[src/rtl/pf_pkg.sv]
package pf_pkg;
  typedef enum logic [2:0] {
    ST_NORMAL, ST_PF_STOP, ST_FLUSH_META, ST_FLUSH_DATA, ST_MARK_DONE, ST_SAFE
  } pf_state_t;
  localparam logic [1:0] HLTH_OK = 2'd0;
endpackage

[src/rtl/pf_mode_gate.sv]
module pf_mode_gate #(
  parameter int CW = 8
) (
  input  logic          clk,
  input  logic          rst_n,
  input  logic          in_normal,
  input  logic [1:0]    health,
  input  logic [CW-1:0] dirty_cnt,
  output logic          wb_mode,
  output logic          draining
);
  import pf_pkg::*;
  logic wb_q, wb_d, hlth_ok;

  always_comb begin
    hlth_ok  = (health == HLTH_OK);
    draining = wb_q & ~hlth_ok & in_normal;
    wb_d     = wb_q;
    if (in_normal) begin
      if (wb_q && !hlth_ok && dirty_cnt == '0) wb_d = 1'b0;
      else if (!wb_q && hlth_ok)                wb_d = 1'b1;
    end
  end

  always_ff @(posedge clk or negedge rst_n) begin
    if (!rst_n) wb_q <= 1'b0;
    else        wb_q <= wb_d;
  end

  assign wb_mode = wb_q;
endmodule

[src/rtl/pf_budget.sv]
module pf_budget #(
  parameter int FLUSH_BUDGET = 1024
) (
  input  logic clk,
  input  logic rst_n,
  input  logic load,
  input  logic run,
  output logic expired
);
  localparam int BW = $clog2(FLUSH_BUDGET + 1);
  localparam logic [BW-1:0] BUDGET_V = BW'(FLUSH_BUDGET);
  logic [BW-1:0] cnt_q, cnt_d;

  always_comb begin
    cnt_d = cnt_q;
    if (load)                    cnt_d = BUDGET_V;
    else if (run && cnt_q != '0) cnt_d = cnt_q - 1'b1;
  end

  always_ff @(posedge clk or negedge rst_n) begin
    if (!rst_n) cnt_q <= '0;
    else        cnt_q <= cnt_d;
  end

  assign expired = run && (cnt_q == '0);
endmodule

[src/rtl/pf_seq.sv]
module pf_seq (
  input  logic              clk,
  input  logic              rst_n,
  input  logic              pfi,
  input  logic              dirty_zero,
  input  logic              flush_done,
  input  logic              expired,
  output pf_pkg::pf_state_t state,
  output logic              log_valid,
  output logic              log_ok
);
  import pf_pkg::*;
  pf_state_t st_q, st_d;
  logic      lv_d, lok_d, lv_q, lok_q;

  always_comb begin
    st_d = st_q;
    unique case (st_q)
      ST_NORMAL:     if (pfi) st_d = ST_PF_STOP;
      ST_PF_STOP:    st_d = ST_FLUSH_META;
      ST_FLUSH_META: if (expired) st_d = ST_SAFE;
                     else if (flush_done) st_d = ST_FLUSH_DATA;
      ST_FLUSH_DATA: if (expired) st_d = ST_SAFE;
                     else if (dirty_zero || flush_done) st_d = ST_MARK_DONE;
      ST_MARK_DONE:  st_d = ST_SAFE;
      default:       st_d = ST_SAFE;
    endcase
    lv_d  = (st_q != ST_SAFE) && (st_d == ST_SAFE);
    lok_d = lv_d ? (st_q == ST_MARK_DONE) : lok_q;
  end

  always_ff @(posedge clk or negedge rst_n) begin
    if (!rst_n) begin
      st_q  <= ST_NORMAL;
      lv_q  <= 1'b0;
      lok_q <= 1'b0;
    end else begin
      st_q  <= st_d;
      lv_q  <= lv_d;
      lok_q <= lok_d;
    end
  end

  assign state     = st_q;
  assign log_valid = lv_q;
  assign log_ok    = lok_q;
endmodule

[src/rtl/pf_flush_ctrl.sv]
module pf_flush_ctrl #(
  parameter int CW           = 8,
  parameter int FLUSH_BUDGET = 1024
) (
  input  logic          clk,
  input  logic          rst_n,
  input  logic          pfi,
  input  logic [1:0]    health,
  input  logic [CW-1:0] dirty_cnt,
  input  logic          flush_done,
  input  logic          host_wr_valid,
  input  logic          media_done,
  output logic          host_wr_ready,
  output logic          host_ack,
  output logic          wb_mode,
  output logic          flush_req,
  output logic          flush_is_meta,
  output logic          marker_wr,
  output logic          safe_state,
  output logic          pf_log_valid,
  output logic          pf_log_ok
);
  import pf_pkg::*;
  logic [1:0] rst_sync_q;
  logic       rst_i, in_normal, draining, dirty_zero, expired, ack_d, ack_q;
  pf_state_t  state;

  // asynchronous assert, synchronous release
  always_ff @(posedge clk or negedge rst_n) begin
    if (!rst_n) rst_sync_q <= 2'b00;
    else        rst_sync_q <= {rst_sync_q[0], 1'b1};
  end
  assign rst_i = rst_sync_q[1];

  assign dirty_zero = (dirty_cnt == '0);
  assign in_normal  = (state == ST_NORMAL);

  pf_mode_gate #(.CW(CW)) u_gate (
    .clk(clk), .rst_n(rst_i), .in_normal(in_normal), .health(health),
    .dirty_cnt(dirty_cnt), .wb_mode(wb_mode), .draining(draining)
  );

  pf_budget #(.FLUSH_BUDGET(FLUSH_BUDGET)) u_budget (
    .clk(clk), .rst_n(rst_i), .load(state == ST_PF_STOP),
    .run(state == ST_FLUSH_META || state == ST_FLUSH_DATA), .expired(expired)
  );

  pf_seq u_seq (
    .clk(clk), .rst_n(rst_i), .pfi(pfi), .dirty_zero(dirty_zero),
    .flush_done(flush_done), .expired(expired), .state(state),
    .log_valid(pf_log_valid), .log_ok(pf_log_ok)
  );

  assign host_wr_ready = in_normal & ~pfi & ~draining;

  always_comb begin
    if (wb_mode) ack_d = host_wr_valid & host_wr_ready;
    else         ack_d = media_done & in_normal & ~pfi;
  end

  always_ff @(posedge clk or negedge rst_i) begin
    if (!rst_i) ack_q <= 1'b0;
    else        ack_q <= ack_d;
  end
  assign host_ack = ack_q;

  assign flush_req = (in_normal & draining & ~dirty_zero & ~pfi)
                   | (state == ST_FLUSH_META)
                   | (state == ST_FLUSH_DATA & ~dirty_zero);
  assign flush_is_meta = (state == ST_FLUSH_META);
  assign marker_wr     = (state == ST_MARK_DONE);
  assign safe_state    = (state == ST_SAFE);
endmodule

[config.mk]
export PLATFORM = sky130hd
export DESIGN_NAME = pf_flush_ctrl
export DESIGN_NICKNAME = d
export VERILOG_FILES = /design/src/rtl/pf_pkg.sv /design/src/rtl/pf_mode_gate.sv /design/src/rtl/pf_budget.sv /design/src/rtl/pf_seq.sv /design/src/rtl/pf_flush_ctrl.sv
export SDC_FILE = /design/constraint.sdc
export NUM_CORES = 1
export LEC_CHECK = 0
export ABC_AREA = 0
export BUFFER_PORTS_ARGS = -buffer_cell sky130_fd_sc_hd__buf_4
export CORE_AREA = 2 2 44 62
export CTS_CLUSTER_SIZE = 16
export DETAILED_ROUTE_END_ITERATION = 8
export DIE_AREA = 0 0 46 64
export HOLD_SLACK_MARGIN = 0.15
export PLACE_DENSITY = 0.73
export REMOVE_ABC_BUFFERS = 1
export SYNTH_ARGS = -nofsm -noshare
export SYNTH_HDL_FRONTEND = slang
export SYNTH_HIERARCHICAL = 1
export SYNTH_SLANG_ARGS = --single-unit
[constraint.sdc]
create_clock -name clk -period 1.4 [get_ports clk]
set_clock_uncertainty 0.15 [all_clocks]
set_input_delay 0.14 -clock clk [delete_from_list [all_inputs] [get_ports clk]]
set_output_delay 0.14 -clock clk [all_outputs]
set_load 0.005 [all_outputs]
# Yosys cells after proc, flatten, opt, wreduce, memory -nomap -nowiden
# Cells that the tools add are included.
# classes
muxes	11
n_lt_le_gt_ge	0
reduce_logical	18
n_eq_ne	7
add_sub_neg	1
bitwise	17
n_div	0
n_shift	0
mul	0
# op_table
op	n
$mux W11	2
$mux W3	5
$pmux W3 S4	1
$and A1 B1 Y1	11
$logic_not A11 Y1	1
$reduce_bool A11 Y1	1
$sub A11 B1 Y11 const B	1
$eq A3 B3 Y1 const B	3
$logic_not A8 Y1	1
$eq A3 B2 Y1 const B	2
$logic_and A1 B1 Y1	6
$not A1 Y1	4
$reduce_bool A2 Y1	2
$eq A3 B1 Y1 const B	1
$logic_not A3 Y1	1
$mux W1	3
$ne A3 B3 Y1 const B	1
$logic_not A1 Y1	2
$logic_not A2 Y1	1
$logic_or A1 B1 Y1	2
$or A1 B1 Y1	2
$reduce_and A2 Y1	1
# word_totals
latchBits	0
in_bits	16
romBits	0
out_inout_bits	9
ff_bits	20
ram_bits	0
word_cells	61
memories	0

# Longest topological paths before layout
# Gate-level depths: netlist of the first run.
# depth
depth_word	9
ltp_mapped	7
ltp_nobuf	7

# Modules after synthesis
# Netlist of the first run, hierarchy kept.
# by_module_without_submodules
mod	area_per_inst_um2	instances	seq_area_each_um2	cells_each
pf_budget	586.8	1	275.3	62
pf_seq	214.0	1	125.1	22
pf_flush_ctrl	192.7	1	75.1	21
pf_mode_gate	71.3	1	25.0	9

# Worst setup path before layout of the first run
# Ideal clock, no wire load.
# synth_timing
path_type	reg2reg
from	reg u_seq.st_q[1] (netlist: u_seq/state[1])
to	reg u_budget.cnt_q[9]
period_less_slack_ps	2292
arrival_time_ps	2063
required_time_ps	1172
slack_ps	-892
stages_incl_launch_ff	6
path_buffers	0
setup_time_ps	78
cell_sequence	dfrtp_1 nor2b_1 or4b_4 a311o_1 or3_1 a21oi_1
# synth_via
elab_chain_cells	4
elab_cells_between_ends	7
cone_classes	eq/ne: 3; mux: 1; reduce/logical: 3
# synth_lines
item	line_no	source
start, declared	pf_seq.sv:13	pf_state_t st_q, st_d;
start signal, assigned	pf_seq.sv:38	st_q <= st_d;
$eq A3 B2 Y1	pf_flush_ctrl.sv:45	.run(state == ST_FLUSH_META || state == ST_FLUSH_DATA), .expired(expired)
$logic_or A1 B1 Y1	pf_flush_ctrl.sv:45	
$logic_and A1 B1 Y1	pf_budget.sv:17	else if (run && cnt_q != '0) cnt_d = cnt_q - 1'b1;
$reduce_bool A2 Y1 (no source line)	-	
end signal, assigned	pf_budget.sv:22	else cnt_q <= cnt_d;
end, declared	pf_budget.sv:12	logic [BW-1:0] cnt_q, cnt_d;
# Several ways; a longest one is shown, not always the timed one.
# A chain may end at the register's enable or synchronous reset.

# Worst setup path in the final report of the first run
# layout_timing
from	reg u_seq.st_q[1] (netlist: u_seq/state[1])
to	reg u_budget.cnt_q[5]
# Same word-level chain as after synthesis.

==> impl_metrics.env, run 1 <==
export IMPL_clk_pin_slew_ps=120
export IMPL_drc=0
export IMPL_synth_edf_count=0
export IMPL_setup_tns_ps=-11020
export IMPL_violations="setup timing"
export IMPL_yosys_cell_count_top_type="nor2_1"
export IMPL_syn_cell_area_sq_um=1060
export IMPL_fmax_mhz=447
export IMPL_numCtsBuffers=3
export IMPL_wl_met2_um=2660
export IMPL_synth_area_top_cells="dfrtp_1 (47%), nor2_1 (7.4%), a21oi_1 (3.3%)"
export IMPL_synthToLayoutAreaGrowth_pct=99.4
export IMPL_ys_ff_latch=20
export IMPL_cts_tree="yes"
export IMPL_grt_pass1_wl_um=5450
export IMPL_firstDrtPassIters=4
export IMPL_ctsHoldBuffers=15
export IMPL_power_share_combinational=0.102
export IMPL_rsz0062_at_grt="yes"
export IMPL_drive_gt1_frac=0.575
export IMPL_crit_end="u_budget/cnt_q[5]$_DFFE_PN0P_"
export IMPL_worstSetupEndpointType="flip-flop"
export IMPL_grt_pass1_vias=1258
export IMPL_initial_core_util=0.450
export IMPL_dp_final_hpwl_um=2080
export IMPL_switching_power_w=0.000248
export IMPL_worst_ep_arrival_time_ps=2340
export IMPL_yosysSeqAreaShare=0.470
export IMPL_worstSkewPairLatency_ps=320
export IMPL_ff2ff_path_depth=5
export IMPL_worstSetupStartpoint="u_seq/state[1]$_DFF_PN0_"
export IMPL_pwr_share_seq=0.551
export IMPL_fillers=98
export IMPL_avgRoutedWirePerCell_um=20.7
export IMPL_setup_viol=23
export IMPL_cts_root_buf="clkbuf_4"
export IMPL_ff2ff_setup_slack_ps=-840
export IMPL_m1WireLength_um=1710
export IMPL_fin_crit_sh=1.60
export IMPL_h_tree_depth=1
export IMPL_period_minus_slack_ps=2240
export IMPL_intPower_w=0.000806
export IMPL_start_kind="flip-flop"
export IMPL_setup_ws_ps=-836
export IMPL_row_count=21
export IMPL_initialDrtViolationCount=46
export IMPL_r2r_start="u_seq/state[1]$_DFF_PN0_"
export IMPL_cts_path_max_buffers=2
export IMPL_grt_max_degree=13
export IMPL_path_class="flip-flop to flip-flop"
export IMPL_top_layer="met4"
export IMPL_diodes=0
export IMPL_design_area_sq_um=2120
export IMPL_coreArea_sq_um=2360
export IMPL_vdd_ir_drop_worst_mv=0.458
export IMPL_syn_inst=114
export IMPL_hold_start="dirty_cnt[5]"
export IMPL_finalMaxSlewViolations=0
export IMPL_dieArea_sq_um=2940
export IMPL_rr_endpoint="u_budget/cnt_q[5]$_DFFE_PN0P_"
export IMPL_drv_cap=0
export IMPL_switching_share=0.235
export IMPL_synthArstFlopShare=1.00
export IMPL_total_power_w=0.00105
export IMPL_hold_path_class="input pin to flip-flop"
export IMPL_synthTopCellsByCount="nor2_1 (21), dfrtp_1 (20), nand2_1 (9), a21oi_1 (7), o21ai_0 (6)"
export IMPL_yosysTopAreaCell="dfrtp_1"
export IMPL_wirelength_um=4760
export IMPL_die_h_um=64
export IMPL_track_usage=0.256
export IMPL_place_gp_congestion=0.818
export IMPL_die_x_um=46
export IMPL_fin_nets=225
export IMPL_viasPerCell=6.01
export IMPL_clockPowerShare=0.346
export IMPL_ys_flop_type="dfrtp_1"
export IMPL_dpl_cell_area_sq_um=1510
export IMPL_critPathRequiredTime_ps=1500
export IMPL_hold_viol_final=0
export IMPL_syn_area_per_cell_sq_um=9.34
export IMPL_route_met3_wl_um=243
export IMPL_port_buffers=24
export IMPL_yosys_warnings=6
export IMPL_antenna_left=0
export IMPL_p_leak_nw=0.965
export IMPL_ios=25
export IMPL_grt_overflow=0
export IMPL_crit_path_max_fanout=6
export IMPL_synth_cell_types=40
export IMPL_antenna_found_initial=0
export IMPL_synth_top_area_share=0.470
export IMPL_vias=1383
export IMPL_power_density_nw_per_um2=497
export IMPL_status="complete, but fails checks"
export IMPL_clock_sinks=20
[state kept, by name, indices dropped and copies added, names as in the netlist]
register,cells
u_budget/cnt_q,11
u_seq/log_valid,1
host_ack,1
rst_sync_q,2
u_seq/log_ok,1
u_gate/wb_mode,1
u_seq/state,3
[layout make-up]
type	count	area, sq um	share of cell area
repair buffers	90	772	0.364
flip-flops and latches	20	500	0.236
well taps	23	28.8	0.0136
clock buffers	4	36.3	0.0171
inverters	4	17.5	0.00825
multi-input cells	89	768	0.362
[cell usage in the layout (no fill, tap or decap), types with 2 or more instances in the layout]
cell,Yosys,final
xnor2_1,3,2
a21oi_2,0,5
nor2_1,21,16
or3_1,5,5
nor2_4,0,2
inv_1,4,2
nand2_1,9,7
dfrtp_1,20,20
o21ai_1,1,4
dlygate4sd3_1,0,15
nor2b_2,1,2
nor3b_4,0,2
nor3_4,0,2
nor2_2,0,3
buf_6,0,17
nand3_1,2,2
buf_4,0,56
clkbuf_4,0,3
or4_4,2,2
nand2b_1,2,2
[repair_timing]
action                                 CTS  global route
cloned                                   0             1
pin swaps                               18            23
setup endpoints to repair               23            23
gates resized for setup                 29            42
endpoints found under the hold margin   15             1
setup buffers                            5            17
[worst min path at each step]
| stage | endpoint | cells after the start |
|---|---|---|
| final | u_gate/wb_mode$_DFFE_PN0P_ | 5 |
| after floorplan | rst_sync_q[0]$_DFF_PN0_ | 0 |
| after global placement | rst_sync_q[0]$_DFF_PN0_ | 1 |
| after CTS | u_gate/wb_mode$_DFFE_PN0P_ | 5 |
| after global routing | u_gate/wb_mode$_DFFE_PN0P_ | 5 |
| after detailed placement | rst_sync_q[1]$_DFF_PN0_ | 1 |
[cell families (layout without fill, tap and decap cells)]
| group | after synthesis | after routing | share of synthesized area |
|---|---|---|---|
| XOR/XNOR | 4 | 4 | 0.0329 |
| adder cells (fa/ha/maj) | 1 | 1 | 0.0117 |
| buffers and inverters | 5 | 98 | 0.0176 |
| other | 1 | 1 | 0.00352 |
| flip-flops | 20 | 20 | 0.470 |
| AO/OA/AOI/OAI | 22 | 22 | 0.130 |
| AND/OR/NAND/NOR | 61 | 61 | 0.334 |
[routing by layer]
layer / vias up / GRT usage
met3: 19 / 0.0452
met4: 0 / 0.0821
met5: - / 0
li1: 595 / -
met2: 66 / 0.477
met1: 703 / 0.268
[power groups by stage]
stage          Combinational (W)  Clock, W  Sequential, W
3_3_place_gp           0.0000582         0       0.000597
6_report                0.000108  0.000365       0.000581
2_1_floorplan         0.00000816         0       0.000599
3_5_place_dp           0.0000609         0       0.000597
5_1_grt                 0.000114  0.000385       0.000582
4_1_cts                0.0000978  0.000345       0.000581
[worst max-delay path: stages, from the launching register on]
cell and delay [ps]:
dfrtp_1 390, nor2b_2 210, or4b_4 500, a311o_1 420
or3_1 350, a21oi_1 140
[per-stage QoR]
stage,worst slack [ps],std cells,hold slack (ps),util
6_report,-836,230,134,0.898
5_1_grt,-905,230,144,0.898
4_1_cts,-672,215,121,0.778
3_5_place_dp,-723,192,-225,0.639
3_3_place_gp,-679,192,-228,0.639
2_1_floorplan,-892,113,-306,-
Power figures use the tool's default switching activity.
==> inputs of run 2 (changes only) <==
- CELL_PAD_IN_SITES_DETAIL_PLACEMENT: not set -> 1
- CELL_PAD_IN_SITES_GLOBAL_PLACEMENT: not set -> 1
- CORE_AREA: 2 2 44 62 -> 2 2 50 71
- DIE_AREA: 0 0 46 64 -> 0 0 52 73
==> run 2 against run 1 <==
  * The flow still finishes with violations (setup timing)
  * Die area up 29%
  * Critical path depth unchanged
  * Routed wire length up 14%
  * Critical path type unchanged
  * Largest cell class is now multi-input gates
  * Highest routed layer unchanged
==> impl_metrics.env, run 2 (same netlist as run 1, synthesis figures left out) <==
export IMPL_start_kind="flip-flop"
export IMPL_h_tree_depth=1
export IMPL_coreArea_sq_um=3220
export IMPL_antenna_left=0
export IMPL_fin_cells=237
export IMPL_viasPerCell=5.42
export IMPL_cts_tree="yes"
export IMPL_layout_common_cells="buf_4 (51), dfrtp_1 (19), buf_6 (17), nor2_1 (14), dlygate4sd3_1 (12)"
export IMPL_cts_path_max_buffers=2
export IMPL_crit_path_max_fanout=6
export IMPL_initialDrtViolationCount=32
export IMPL_antenna_found_initial=0
export IMPL_fin_crit_sh=1.58
export IMPL_avgRoutedWirePerCell_um=23.0
export IMPL_die_x_um=52
export IMPL_grt_overflow=0
export IMPL_setup_ws_ps=-807
export IMPL_vias=1285
export IMPL_track_usage=0.259
export IMPL_worstSetupEndpointType="flip-flop"
export IMPL_setup_viol=23
export IMPL_die_h_um=73
export IMPL_hold_path_class="flip-flop to flip-flop"
export IMPL_drive_gt1_frac=0.594
export IMPL_p_leak_nw=0.952
export IMPL_violations="setup timing"
export IMPL_grt_max_degree=19
export IMPL_worstSkewPairLatency_ps=270
export IMPL_period_minus_slack_ps=2210
export IMPL_hold_viol_final=0
export IMPL_row_count=25
export IMPL_firstDrtPassIters=4
export IMPL_grt_pass1_wl_um=7010
export IMPL_final_core_util=0.664
export IMPL_numCtsBuffers=3
export IMPL_fmax_mhz=453
export IMPL_setup_tns_ps=-9830
export IMPL_largest_reg_flops=11
export IMPL_placed_cells=208
export IMPL_ios=25
export IMPL_critPathRequiredTime_ps=1450
export IMPL_wirelength_um=5450
export IMPL_path_class="flip-flop to flip-flop"
export IMPL_status="complete, but fails checks"
export IMPL_fillers=342
export IMPL_drc=0
export IMPL_final_common_cell="buf_4"
export IMPL_vdd_ir_drop_worst_mv=0.469
export IMPL_finalMaxSlewViolations=0
export IMPL_diodes=0
export IMPL_rsz0062_at_grt="yes"
export IMPL_clock_sinks=20
export IMPL_fin_nets=215
export IMPL_top_register="u_budget/cnt_q"
export IMPL_clk_pin_slew_ps=80
export IMPL_place_gp_congestion=0.746
export IMPL_power_density_nw_per_um2=605
export IMPL_grt_pass1_vias=1467
export IMPL_initial_core_util=0.330
export IMPL_port_buffers=24
export IMPL_timing_hold_ws_ps=224
export IMPL_synthToLayoutAreaGrowth_pct=101
export IMPL_worst_ep_arrival_time_ps=2260
export IMPL_cts_root_buf="clkbuf_8"
export IMPL_dp_slack_ps=-749
export IMPL_dp_final_hpwl_um=2610
export IMPL_drv_cap=0
export IMPL_dieArea_sq_um=3800
==> run 2: cell types whose count changed in the layout (fill, tap and decap cells not counted), moves of 2 or more <==
cell / change
clkbuf_4: -3
nor2_4: +3
clkbuf_8: +2
nor2_1: -2
dlygate4sd3_1: -3
nand2_4: +2
buf_4: -5
nand3_2: +2
nand3_1: -2
nand2_1: -2
==> run 2: metrics by stage <==
step	power (W)	instance area (sq um)
2_1_floorplan	0.000607	1060
3_3_place_gp	0.000658	1520
3_5_place_dp	0.000663	1520
4_1_cts	0.00129	1930
5_1_grt	0.00133	2140
6_report	0.00129	2140
==> run 2: path summary, 6_finish.rpt <==
check	cells after the start	startpoint	endpoint	slack, ps
max	5	u_seq/state[1]$_DFF_PN0_	u_budget/cnt_q[9]$_DFFE_PN0P_	-810
min	0	rst_sync_q[0]$_DFF_PN0_	rst_sync_q[1]$_DFF_PN0_	220
max reg2reg	5	u_seq/state[1]$_DFF_PN0_	u_budget/cnt_q[9]$_DFFE_PN0P_	-810
min reg2reg	0	rst_sync_q[0]$_DFF_PN0_	rst_sync_q[1]$_DFF_PN0_	220
max in group asynchronous	2	rst_sync_q[1]$_DFF_PN0_	u_budget/cnt_q[7]$_DFFE_PN0P_	230
min in group asynchronous	3	rst_n	rst_sync_q[0]$_DFF_PN0_	600
==> run 2: layer usage <==
metal | vias up | share of wire | track usage
met2 | 45 | 0.57 | 0.506
met3 | 22 | 0.043 | 0.0492
li1 | 569 | - | -
met1 | 649 | 0.34 | 0.245
met4 | 0 | 0.046 | 0.126
met5 | - | 0 | 0
==> run 2: cell type report <==
type | instances | area (sq um) | area share
clock buffers | 3 | 41.3 | 0.0193
inverters | 4 | 17.5 | 0.00819
repair buffers | 80 | 694 | 0.325
clock inverters | 1 | 30.0 | 0.0140
multi-input cells | 89 | 805 | 0.376
flip-flops and latches | 20 | 502 | 0.235
well taps | 40 | 50.0 | 0.0234
==> run 2: critical path: stages, from the launching register on <==
cell	delay (ps)
dfrtp_1	380
nor2b_2	180
or4b_4	490
a311o_1	370
or3_1	390
a21oi_1	170
==> run 2: repair_timing <==
item | in CTS | in global routing
hold endpoints to repair | 25 | 0
gates resized for setup | 43 | 38
setup endpoints to repair | 23 | 23
buffers inserted | 7 | 10
hold buffers | 12 | 0
pin swaps | 13 | 20
==> run 2: power by group <==
group	switching [W]	internal, W	leakage [nW]
Combinational	0.0000427	0.0000626	0.653
Sequential	0.00000133	0.000580	0.263
Clock	0.000225	0.000383	0.0357
